<file path="src/rtl/sup_pkg.sv">
package sup_pkg;

  // Raw asynchronous inputs carried through the synchronizer as one vector.
  typedef struct packed {
    logic uv;     // undervoltage flag, active high
    logic mr_n;   // manual request, active low
    logic hb;     // watchdog heartbeat line
    logic flt;    // heartbeat undriven flag
  } sup_in_t;

  localparam int SUP_IN_W = $bits(sup_in_t);

  // Idle value: no undervoltage, button released, line low, line undriven.
  localparam sup_in_t SUP_IN_IDLE = '{uv: 1'b0, mr_n: 1'b1, hb: 1'b0, flt: 1'b1};

endpackage

</file>
<file path="src/rtl/sup_sync.sv">
module sup_sync #(
  parameter int W = 4,
  parameter logic [W-1:0] INIT = '0
) (
  input  logic         clk,
  input  logic         rst,
  input  logic [W-1:0] d,
  output logic [W-1:0] q
);
  logic [W-1:0] meta_q;
  logic [W-1:0] stab_q;

  always_ff @(posedge clk) begin
    if (rst) begin
      meta_q <= INIT;
      stab_q <= INIT;
    end else begin
      meta_q <= d;
      stab_q <= meta_q;
    end
  end

  assign q = stab_q;
endmodule

</file>
<file path="src/rtl/sup_debounce.sv">
module sup_debounce #(
  parameter int DEB_CYCLES = 8,
  parameter logic INIT = 1'b1
) (
  input  logic clk,
  input  logic rst,
  input  logic din,
  output logic dout
);
  localparam int CW = (DEB_CYCLES > 1) ? $clog2(DEB_CYCLES) : 1;
  localparam logic [CW-1:0] LAST = CW'(DEB_CYCLES - 1);

  logic [CW-1:0] run_q;
  logic          state_q;

  always_ff @(posedge clk) begin
    if (rst) begin
      run_q   <= '0;
      state_q <= INIT;
    end else if (din == state_q) begin
      run_q <= '0;
    end else if (run_q == LAST) begin
      run_q   <= '0;
      state_q <= din;
    end else begin
      run_q <= run_q + 1'b1;
    end
  end

  assign dout = state_q;

  // the filtered level only moves after a full run of disagreeing samples
  assert_flip_after_run_R4: assert property (@(posedge clk) disable iff (rst)
    (state_q != $past(state_q)) |-> ($past(run_q) == LAST && $past(din) != $past(state_q)));
endmodule

</file>
<file path="src/rtl/sup_wdog.sv">
module sup_wdog #(
  parameter int WD_CYCLES = 1000
) (
  input  logic clk,
  input  logic rst,
  input  logic hb,       // synchronized heartbeat
  input  logic flt,      // synchronized undriven flag
  input  logic in_reset, // reset output currently asserted
  output logic expire    // one-cycle timeout pulse
);
  localparam int CW = $clog2(WD_CYCLES + 1);
  localparam logic [CW-1:0] LAST = CW'(WD_CYCLES - 1);

  logic          hb_prev_q;
  logic [CW-1:0] cnt_q;
  logic          expire_q;
  logic          activity;
  logic          park;

  assign activity = hb ^ hb_prev_q;
  assign park     = in_reset | flt | activity;

  always_ff @(posedge clk) begin
    if (rst) begin
      hb_prev_q <= 1'b0;
      cnt_q     <= '0;
      expire_q  <= 1'b0;
    end else begin
      hb_prev_q <= hb;
      if (park) begin
        cnt_q    <= '0;
        expire_q <= 1'b0;
      end else if (cnt_q == LAST) begin
        cnt_q    <= '0;
        expire_q <= 1'b1;
      end else begin
        cnt_q    <= cnt_q + 1'b1;
        expire_q <= 1'b0;
      end
    end
  end

  assign expire = expire_q;

  // interval counter is parked at zero while reset is asserted
  assert_park_in_reset_R9: assert property (@(posedge clk) disable iff (rst)
    in_reset |=> (cnt_q == '0));
  // no timeout can be produced while the line is flagged undriven
  assert_no_expire_floating_R10: assert property (@(posedge clk) disable iff (rst)
    flt |=> !expire_q);
  // an edge of either direction restarts the interval
  assert_edge_restarts_R8: assert property (@(posedge clk) disable iff (rst)
    (hb != hb_prev_q) |=> (cnt_q == '0 && !expire_q));
endmodule

</file>
<file path="src/rtl/sup_hold.sv">
module sup_hold #(
  parameter int HOLD_CYCLES = 200
) (
  input  logic clk,
  input  logic rst,
  input  logic cause,    // any reset cause active this cycle
  output logic rst_hi,
  output logic rst_lo
);
  localparam int CW = $clog2(HOLD_CYCLES + 1);
  localparam logic [CW-1:0] LAST = CW'(HOLD_CYCLES - 1);

  logic [CW-1:0] cnt_q, cnt_d;
  logic          act_q, act_d, lo_q;

  always_comb begin
    act_d = act_q;
    cnt_d = cnt_q;
    if (cause) begin
      act_d = 1'b1;
      cnt_d = '0;
    end else if (act_q) begin
      if (cnt_q == LAST) begin
        act_d = 1'b0;
        cnt_d = '0;
      end else begin
        cnt_d = cnt_q + 1'b1;
      end
    end
  end

  always_ff @(posedge clk) begin
    if (rst) begin
      act_q <= 1'b1;
      lo_q  <= 1'b0;
      cnt_q <= '0;
    end else begin
      act_q <= act_d;
      lo_q  <= ~act_d;
      cnt_q <= cnt_d;
    end
  end

  assign rst_hi = act_q;
  assign rst_lo = lo_q;

  // the two output flops always disagree
  assert_outputs_opposite_R11: assert property (@(posedge clk) disable iff (rst)
    rst_hi != rst_lo);
  // any active cause forces the reset on the following cycle
  assert_cause_asserts_R1: assert property (@(posedge clk) disable iff (rst)
    cause |=> rst_hi);
  // a cause during the hold returns the count to its start
  assert_cause_restarts_R12: assert property (@(posedge clk) disable iff (rst)
    cause |=> (cnt_q == '0));
  // release only once the hold count has fully elapsed
  assert_full_hold_R2: assert property (@(posedge clk) disable iff (rst)
    $fell(act_q) |-> ($past(cnt_q) == LAST && !$past(cause)));
endmodule

</file>
<file path="src/rtl/rst_supervisor.sv">
module rst_supervisor #(
  parameter int WD_CYCLES   = 1000,
  parameter int HOLD_CYCLES = 200,
  parameter int DEB_CYCLES  = 8
) (
  input  logic clk,
  input  logic rst,
  input  logic uv_flag,
  input  logic man_rst_n,
  input  logic wd_in,
  input  logic wd_float,
  output logic sys_rst,
  output logic sys_rst_n
);
  import sup_pkg::*;

  sup_in_t raw, syn;
  logic    mr_n_clean;
  logic    wd_expire;
  logic    any_cause;
  logic    rst_hi, rst_lo;

  assign raw = '{uv: uv_flag, mr_n: man_rst_n, hb: wd_in, flt: wd_float};

  sup_sync #(.W(SUP_IN_W), .INIT(SUP_IN_IDLE)) u_sync (
    .clk (clk),
    .rst (rst),
    .d   (raw),
    .q   (syn)
  );

  sup_debounce #(.DEB_CYCLES(DEB_CYCLES), .INIT(1'b1)) u_deb (
    .clk  (clk),
    .rst  (rst),
    .din  (syn.mr_n),
    .dout (mr_n_clean)
  );

  sup_wdog #(.WD_CYCLES(WD_CYCLES)) u_wdog (
    .clk      (clk),
    .rst      (rst),
    .hb       (syn.hb),
    .flt      (syn.flt),
    .in_reset (rst_hi),
    .expire   (wd_expire)
  );

  assign any_cause = syn.uv | ~mr_n_clean | wd_expire;

  sup_hold #(.HOLD_CYCLES(HOLD_CYCLES)) u_hold (
    .clk    (clk),
    .rst    (rst),
    .cause  (any_cause),
    .rst_hi (rst_hi),
    .rst_lo (rst_lo)
  );

  assign sys_rst   = rst_hi;
  assign sys_rst_n = rst_lo;

  // a debounced low request always keeps the reset asserted
  assert_manual_holds_R3: assert property (@(posedge clk) disable iff (rst)
    !mr_n_clean |=> sys_rst);
  // a timeout pulse is never issued while reset is already asserted
  assert_expire_only_released_R7: assert property (@(posedge clk) disable iff (rst)
    wd_expire |-> !$past(sys_rst));
endmodule

</file>
<file path="config.mk">
export PLATFORM = sky130hd
export DESIGN_NAME = rst_supervisor
export DESIGN_NICKNAME = d
export VERILOG_FILES = /design/src/rtl/sup_pkg.sv /design/src/rtl/sup_sync.sv /design/src/rtl/sup_debounce.sv /design/src/rtl/sup_wdog.sv /design/src/rtl/sup_hold.sv /design/src/rtl/rst_supervisor.sv
export SDC_FILE = /design/constraint.sdc
export NUM_CORES = 1
export LEC_CHECK = 0
export BUFFER_PORTS_ARGS = -buffer_cell sky130_fd_sc_hd__buf_2
export CAP_MARGIN = 30
export CORE_UTILIZATION = 49
export DETAILED_ROUTE_END_ITERATION = 12
export PLACE_DENSITY = 0.69
export SLEW_MARGIN = 20
export SYNTH_ARGS = -nofsm -noshare
export SYNTH_HDL_FRONTEND = slang
export SYNTH_SLANG_ARGS = --single-unit
</file>
<file path="constraint.sdc">
create_clock -name clk -period 1.4 [get_ports clk]
set_input_delay 0.21 -clock clk [delete_from_list [all_inputs] [get_ports clk]]
set_output_delay 0.21 -clock clk [all_outputs]
set_load 0.02 [all_outputs]
</file>
==> impl_metrics.tcl, run 1 <==
set metrics [dict create \
    status "finished with violations" \
    violations "negative setup slack" \
    core-area_um2 2500 \
    crit_arrival_ps 1640 \
    hold_buffers 0 \
    worstPathMaxFanout 6 \
    drive_gt1_share_pct 35.4 \
    place_ws_ps -111 \
    grt_max_degree 13 \
    max-cap-violations 0 \
    dr.pass1.iters 4 \
    critPathMaxStageDelay_ps 470 \
    grt_usage_pct 20.2 \
    synth_edf_count 0 \
    layout_setup_ws_ps -27.5 \
    synth_commonest_cells "34 x dfxtp_1, 15 x nor2_1, 8 x nand2_1" \
    yosysMostFrequentCell "dfxtp_1" \
    die_w_um 53.6 \
    postSynthAreaPerCell_um2 9.66 \
    fin_nets 173 \
    final_hold_viol_count 0 \
    cts_buffers 5 \
    num_antenna_cells 0 \
    clk_latency_ps 330 \
    fp.dieH_um 53.6 \
    root_buffer "clkbuf_4" \
    yosysTopAreaCellShare_pct 52.2 \
    htreeDepth 2 \
    grt_pass1_wl_um 3970 \
    grt_overflow 0 \
    synth_seq_cells 34 \
    drtIter0Drc 10 \
    fin_area_um2 1640 \
    cp-end-kind "register" \
    synth_area_um2 1300 \
    setup_viol 1 \
    hp-class "in -> reg" \
    ir_drop_mv 0.957 \
    synth.distinct_cells 31 \
    slowest_stage "or4_4" \
    die-area_um2 2870 \
    postSynthCellCount 135 \
    fin_setup_tns_ps -27.5 \
    antenna_found_initial 0 \
    num_io_pins 8 \
    ys_seq_area_share_pct 52.2 \
    synth_ff_type "dfxtp_1" \
    ys_async_sr_fraction_pct 0 \
    crit_family "simple AND/OR/NAND/NOR gates" \
    grt_setup_unrepaired "true" \
    slew_viol_final 0 \
    reg2reg_slack_ps -30 \
    min_period_ps 1430 \
    synth_area_leaders "dfxtp_1 52%, xnor2_1 4.7%, nor2_1 4.3%" \
    place_congestion 0.800 \
    worst-setup-path-type "reg -> reg" \
    cts_num_sinks 34 \
    drc 0 \
    yosysTopAreaCell "dfxtp_1" \
    dp_hpwl_um 1620 \
    cts_buffer_depth 2 \
    drtAntennaViolNets 0 \
    synth_warnings 0 \
    wl_per_cell_um 11.6 \
    max_freq_mhz 701 \
    cts_tree "built" \
    required_ps 1610 \
    grt_pass1_vias 988 \
    n_fill_cell 199 \
    multi_input_area_um2 646 \
    p_leak_uw 0.000621 \
    clk_pin_slew_ps 100 \
    portBuffers 7 \
    postPlaceCellArea_um2 1510 \
    seq_area_um2 686 \
    cts_setup_buffers 0 \
    areaGrowthSynthToFinish_pct 25.4 \
    timing.slew.headroom_pct 84.7 \
    crit_buf_inv 0 \
    vias 995 \
    start_kind "register" \
    fin_crit_sh_pct 102 \
    fp-row-count 18 \
    p_per_area_nw_per_um2 1080 \
    syn_nets 145 \
    tightestPinTransition_ps 228 \
    critical_path.cell_chain "ha_4 -> nand4_1 -> or4_4 -> o211ai_1 -> a31oi_1" \
    skew_ps 3.98 \
    vias_per_cell 5.13 \
    start_util_pct 52.2 \
    wl_um 2250 \
]
[per-stage QoR]
stage / instances / utilization, % / hold WS (ps) / total power (µW)
floorplan: 135 / - / 282 / 1060
global placement: 186 / 60.3 / 393 / 1090
detailed placement: 186 / 60.3 / 394 / 1100
CTS: 194 / 63.9 / 37.1 / 1790
global route: 194 / 65.4 / 41.5 / 1850
finish: 194 / 65.4 / 54.5 / 1770
[path summary, 6_finish.rpt]
kind,end,start,cells past startpoint
worst max-delay path,u_hold.cnt_q[6],u_hold.cnt_q[1],5
worst min register to register,u_sync.q[0],u_sync.meta_q[0],1
worst max register to register,u_hold.cnt_q[6],u_hold.cnt_q[1],5
worst min-delay path,u_sync.meta_q[0],wd_float,2
[area by class of cell]
type                       count  share of cell area, %
clock buffer                   5                   2.30
clock inverter                 3                   2.45
inverter                       3                  0.689
multi-input combinational     93                   39.5
sequential                    34                   41.9
tap                           30                   2.30
timing repair buffer          26                   10.9
[where the power goes]
part | leakage, µW | internal, µW | switching (µW)
clock network | 0.0000450 | 370 | 324
logic | 0.000299 | 46.8 | 32.0
registers | 0.000277 | 987 | 10.8
[metal layers]
metal / vias up / routed length, µm / part of all wire, % / track usage (%)
met5: - / 0 / 0 / 0
met4: 0 / 44 / 2.0 / 10.1
met3: 5 / 94 / 4.2 / 7.91
met2: 15 / 1180 / 53 / 36.9
met1: 461 / 925 / 41 / 19.4
li1: 514 / - / - / -
[registers in the layout, summed over array words and instances, names as in the netlist]
| name | cells |
|---|---|
| u_hold.rst_lo | 1 |
| u_wdog.expire | 1 |
| u_sync.q | 4 |
| u_wdog.cnt_q | 10 |
| u_hold.rst_hi | 1 |
| u_sync.meta_q | 4 |
| u_deb.dout | 1 |
| u_wdog.hb_prev_q | 1 |
| u_deb.run_q | 3 |
| u_hold.cnt_q | 8 |
[what timing repair did]
action                                  CTS  global route
resized for setup                         4            10
pin swaps                                 1             8
endpoints found under the setup margin   13            12
[cells by family (layout without fill, tap and decap cells)]
| logic type | Yosys count | in the layout | synth area share, % |
|---|---|---|---|
| and+or+nand+nor | 65 | 65 | 27.2 |
| DFF | 34 | 34 | 52.2 |
| AOI/OAI and AO/OA | 12 | 12 | 5.66 |
| xor gates and xnor gates | 12 | 12 | 8.06 |
| buffers and inverters | 8 | 37 | 3.07 |
| adders and majority gates | 4 | 4 | 3.84 |
[layout by cell type (no fill, tap or decap), types with 4 or more instances in the layout]
| cell | n |
|---|---|
| nor2_1 | 10 |
| nor2b_1 | 6 |
| buf_4 | 19 |
| nand2b_1 | 4 |
| xnor2_1 | 7 |
| nor2_2 | 5 |
| dfxtp_2 | 4 |
| xor2_1 | 5 |
| or2_2 | 4 |
| nand4_1 | 5 |
| clkbuf_4 | 5 |
| a21oi_1 | 5 |
| buf_2 | 7 |
| dfxtp_1 | 30 |
| nand3_1 | 6 |
| nand2_1 | 8 |
(Power assumes the default switching activity.)
==> run 2, diff against run 1 <==
BUFFER_PORTS_ARGS = -buffer_cell sky130_fd_sc_hd__clkbuf_2   (was -buffer_cell sky130_fd_sc_hd__buf_2)
==> impl_metrics.tcl, run 2 (synthesized netlist as in run 1, its figures left out) <==
set metrics [dict create \
    use_met1_pct 20.5 \
    largest_reg_flops 10 \
    place_congestion 0.798 \
    drc 0 \
    status "completed" \
    fp-row-count 18 \
    crit_arrival_ps 1600 \
    fin_nets 173 \
    clk_pin_slew_ps 100 \
    r2r_end "u_hold.cnt_q[6]" \
    utilization_pct 64.4 \
    reg2reg_slack_ps 10 \
    final_hold_viol_count 0 \
    worst-setup-path-type "reg -> reg" \
    hp-class "in -> reg" \
    drtIter0Drc 3 \
    dp.cells 186 \
    vias 973 \
    htreeDepth 2 \
    grt.busiest_layer "met2" \
    hold_slack_ps 59.7 \
    layout_setup_ws_ps 11.8 \
    die-area_um2 2870 \
    cts_buffer_depth 2 \
    multi_input_area_um2 637 \
    p_per_area_nw_per_um2 1020 \
    core-area_um2 2500 \
    hp-start "wd_float" \
    start_kind "register" \
    num_antenna_cells 0 \
    grt_max_degree 13 \
    place_ws_ps -75.8 \
    die_w_um 53.6 \
    skew_ps 7.64 \
    cts_buffers 5 \
    slew_viol_final 0 \
    start_util_pct 52.2 \
    whs_path_depth 2 \
    max-cap-violations 0 \
    grt_util_met3_pct 5.93 \
    antenna_found_initial 0 \
    grt_pass1_wl_um 3940 \
    grt_overflow 0 \
    root_buffer "clkbuf_4" \
    fin_crit_sh_pct 99.2 \
    worstPathMaxFanout 6 \
    fin_setup_tns_ps 0 \
    timing.slew.headroom_pct 84.9 \
    areaGrowthSynthToFinish_pct 23.4 \
    n_fill_cell 212 \
    grt_usage_pct 19.7 \
    cts_tree "built" \
    drtAntennaViolNets 0 \
    portBuffers 7 \
    regToRegStartpoint "u_hold.cnt_q[1]" \
    dr.pass1.iters 4 \
    cp-end-kind "register" \
    max_freq_mhz 720 \
    ir_drop_mv 0.792 \
    cts_num_sinks 34 \
    final_common_cell "dfxtp_1" \
    vias_per_cell 5.02 \
    min_period_ps 1390 \
    r2r_cells 5 \
    clk_latency_ps 330 \
    drive_gt1_share_pct 32.9 \
    fp.dieH_um 53.6 \
    p_leak_uw 0.000614 \
    setup_viol 0 \
    wl_per_cell_um 11.3 \
    grt_use_met2_pct 34.6 \
    grt_pass1_vias 987 \
    dp_hpwl_um 1590 \
    required_ps 1620 \
    instances_no_fill 194 \
    reg_top3 "u_wdog.cnt_q x10, u_hold.cnt_q x8" \
    wl_um 2200 \
    grt_setup_unrepaired "true" \
    mostFrequentLayoutCells "30 x dfxtp_1, 19 x buf_4, 12 x nor2_1, 8 x nand2_1" \
    num_io_pins 8 \
    tightestPinTransition_ps 224 \
    largest-register "u_wdog.cnt_q" \
    holdPathEnd "u_sync.meta_q[0]" \
    seq_area_um2 686 \
]
-- run 2: worst max path at each step --
| stage | startpoint | end | slack (ps) | depth (start not counted) |
|---|---|---|---|---|
| after global routing | u_hold.cnt_q[1] | u_hold.cnt_q[6] | -40 | 5 |
| final | u_hold.cnt_q[1] | u_hold.cnt_q[6] | 10 | 5 |
| after global placement | u_wdog.cnt_q[0] | u_wdog.cnt_q[8] | -20 | 5 |
| after floorplan | u_hold.cnt_q[1] | u_hold.cnt_q[6] | -5 | 6 |
| after CTS | u_hold.cnt_q[1] | u_hold.cnt_q[6] | 8 | 5 |
| after detailed placement | u_wdog.cnt_q[1] | u_wdog.cnt_q[6] | -80 | 5 |
-- run 2: through the flow --
stage / instance area, µm² / total power [µW]
4_1_cts: 1580 / 1660
3_5_place_dp: 1510 / 1100
3_3_place_gp: 1510 / 1090
6_report: 1610 / 1630
2_1_floorplan: 1320 / 1060
5_1_grt: 1610 / 1710
-- run 2: layout make-up --
class                           count  share of cell area, %
Inverter                            3                  0.700
Sequential cell                    34                   42.6
Tap cell                           30                   2.33
Multi-Input combinational cell     93                   39.6
Timing Repair Buffer               26                   11.0
Clock buffer                        7                   3.42
Clock inverter                      1                  0.311
-- run 2: worst max-delay path, cell delays in order (launching register included) --
cell and delay [ps]:
dfxtp_2 360, ha_4 140, nand4_1 90, or4_4 470, o211ai_1 120, a31oi_1 100
-- run 2: power by group --
group / internal [µW] / leakage, µW / switching [µW]
logic: 47.1 / 0.000301 / 32.4
clock network: 243 / 0.0000353 / 315
registers: 987 / 0.000277 / 10.4
-- run 2: layer usage --
metal	vias up	wire, µm
met5	-	0
met4	0	59
met3	7	59
met2	12	1100
met1	444	981
li1	510	-
-- run 2: what timing repair did --
| item | 4_1_cts | 5_1_grt |
|---|---|---|
| resized for setup | 4 | 7 |
| setup endpoints to repair | 13 | 11 |
| setup buffers | 0 | 0 |
| hold buffers | 0 | 0 |
| pin swaps | 1 | 3 |
==> run 3, diff against run 2 <==
BUFFER_PORTS_ARGS = unset   (was -buffer_cell sky130_fd_sc_hd__clkbuf_2)
DONT_BUFFER_PORTS = 1   (was unset)
PLACE_DENSITY = 0.66   (was 0.69)
==> impl_metrics.tcl, run 3 (synthesized netlist as in run 1, its figures left out) <==
set metrics [dict create \
    required_ps 1620 \
    skew_ps 15.9 \
    htreeDepth 2 \
    utilization_pct 61.8 \
    root_buffer "clkbuf_4" \
    cts_buffers 5 \
    wl_um 2100 \
    whs_path_depth 1 \
    final_common_cell "dfxtp_1" \
    slowest_stage "or4_4" \
    reg2reg_slack_ps 10 \
    grt_pass1_wl_um 3630 \
    p_per_area_nw_per_um2 1000 \
    cts_buffer_depth 2 \
    worstPathMaxFanout 6 \
    start_kind "register" \
    postPlaceCellArea_um2 1450 \
    clk_latency_ps 330 \
    mostFrequentLayoutCells "31 x dfxtp_1, 16 x buf_4, 15 x nor2_1, 8 x nand2_1, 7 x xnor2_1" \
    fin_setup_tns_ps 0 \
    final_hold_viol_count 0 \
    clockPowerShare_pct 31.3 \
    drtIter0Drc 22 \
    tightestPinTransition_ps 339 \
    max_freq_mhz 720 \
    setup_viol 0 \
    crit_arrival_ps 1610 \
    vias 962 \
    p_sw_uw 333 \
    grt_pass1_vias 904 \
    cp-end-kind "register" \
    grt_usage_pct 17.9 \
    clk_pin_slew_ps 100 \
    status "completed" \
    grt_overflow 0 \
    slew_viol_final 0 \
    wl_per_cell_um 11.3 \
    largest_reg_flops 10 \
    fin_area_um2 1540 \
    min_period_ps 1390 \
    largest-register "u_wdog.cnt_q" \
    fin_crit_sh_pct 99.2 \
    r2r_cells 5 \
    fp.dieH_um 53.6 \
    grt_max_degree 13 \
    drc 0 \
    path_depth 5 \
    cts_num_sinks 34 \
    crit_family "simple AND/OR/NAND/NOR gates" \
    num_io_pins 8 \
    critical_path.cell_chain "ha_4 -> nand4_1 -> or4_4 -> o211ai_1 -> a31oi_1" \
    p_leak_uw 0.000571 \
    grt_setup_unrepaired "true" \
    dp_hpwl_um 1450 \
    num_antenna_cells 0 \
    cts_tree "built" \
    seqPwrFrac_pct 64.5 \
    p_int_uw 1210 \
    vias_per_cell 5.17 \
    totalPowerFinal_uw 1550 \
    fin_nets 166 \
    crit_buf_inv 0 \
    die_w_um 53.6 \
    drive_gt1_share_pct 23.7 \
    portBuffers 0 \
    fp-row-count 18 \
    critPathMaxStageDelay_ps 480 \
    start_util_pct 52.2 \
    switching_share_pct 21.5 \
    antenna_found_initial 0 \
    ir_drop_mv 0.844 \
    areaGrowthSynthToFinish_pct 18.4 \
    timing.slew.headroom_pct 77.3 \
    core-area_um2 2500 \
    p_comb_share_pct 4.2 \
    reg_top3 "u_wdog.cnt_q x10, u_hold.cnt_q x8" \
    drtAntennaViolNets 0 \
    die-area_um2 2870 \
    worst-setup-path-type "reg -> reg" \
    dr.pass1.iters 4 \
    place_congestion 0.791 \
    max-cap-violations 0 \
    hp-class "in -> reg" \
]
-- run 3: cell types whose count changed in the layout (fill, tap and decap cells not counted), sizes merged --
cell	before	now
buf	19	16
clkbuf	14	7
clkinv	1	0
dlygate4sd3	0	3
-- run 3: through the flow --
stage                     setup WS (ps)  hold slack, ps  cells
final                              10.6            27.3    186
after global routing              -48.5            5.17    186
after CTS                         -26.1            8.39    186
after detailed placement          -60.7             285    176
after global placement            -19.2             285    176
after floorplan                   -4.91             282    135
-- run 3: worst paths after layout --
path | from | endpoint
hold / removal | uv_flag | u_sync.meta_q[3]
setup / recovery | u_hold.cnt_q[1] | u_hold.cnt_q[6]
setup reg to reg | u_hold.cnt_q[1] | u_hold.cnt_q[6]
hold reg to reg | u_sync.meta_q[0] | u_sync.q[0]
-- run 3: worst reg2reg max path: stages (launching register included) --
cell and delay (ps):
dfxtp_2 370, ha_4 140, nand4_1 80, or4_4 480, o211ai_1 130, a31oi_1 90
-- run 3: routing by layer --
metal	up-vias	global-route usage (%)	wire, µm
met5	-	0	0
met2	16	27.7	962
met4	0	9.21	45
met3	5	5.08	65
met1	440	22.5	1020
li1	501	-	-
-- run 3: power by group through the flow --
stage	clock network, µW	logic (µW)	registers, µW
2_1_floorplan	0	36.2	1020
3_3_place_gp	0	53.5	1020
3_5_place_dp	0	54.3	1020
4_1_cts	508	65.8	997
5_1_grt	534	73.7	999
6_report	484	65.4	997
-- run 3: repair_timing --
item / in CTS / in global routing
setup buffers: 0 / 0
hold buffers: 3 / 0
pin swaps: 0 / 3
gates resized for setup: 3 / 2
hold endpoints to repair: 11 / 0
setup endpoints to repair: 14 / 11
-- run 3: cell type report --
cell class / instances / area, µm²
fillers: 213 / 956
flip-flops and latches: 34 / 684
multi-input cells: 93 / 616
repair buffers: 19 / 150
clock buffers: 7 / 45.0
well taps: 30 / 37.5
inverters: 3 / 11.3
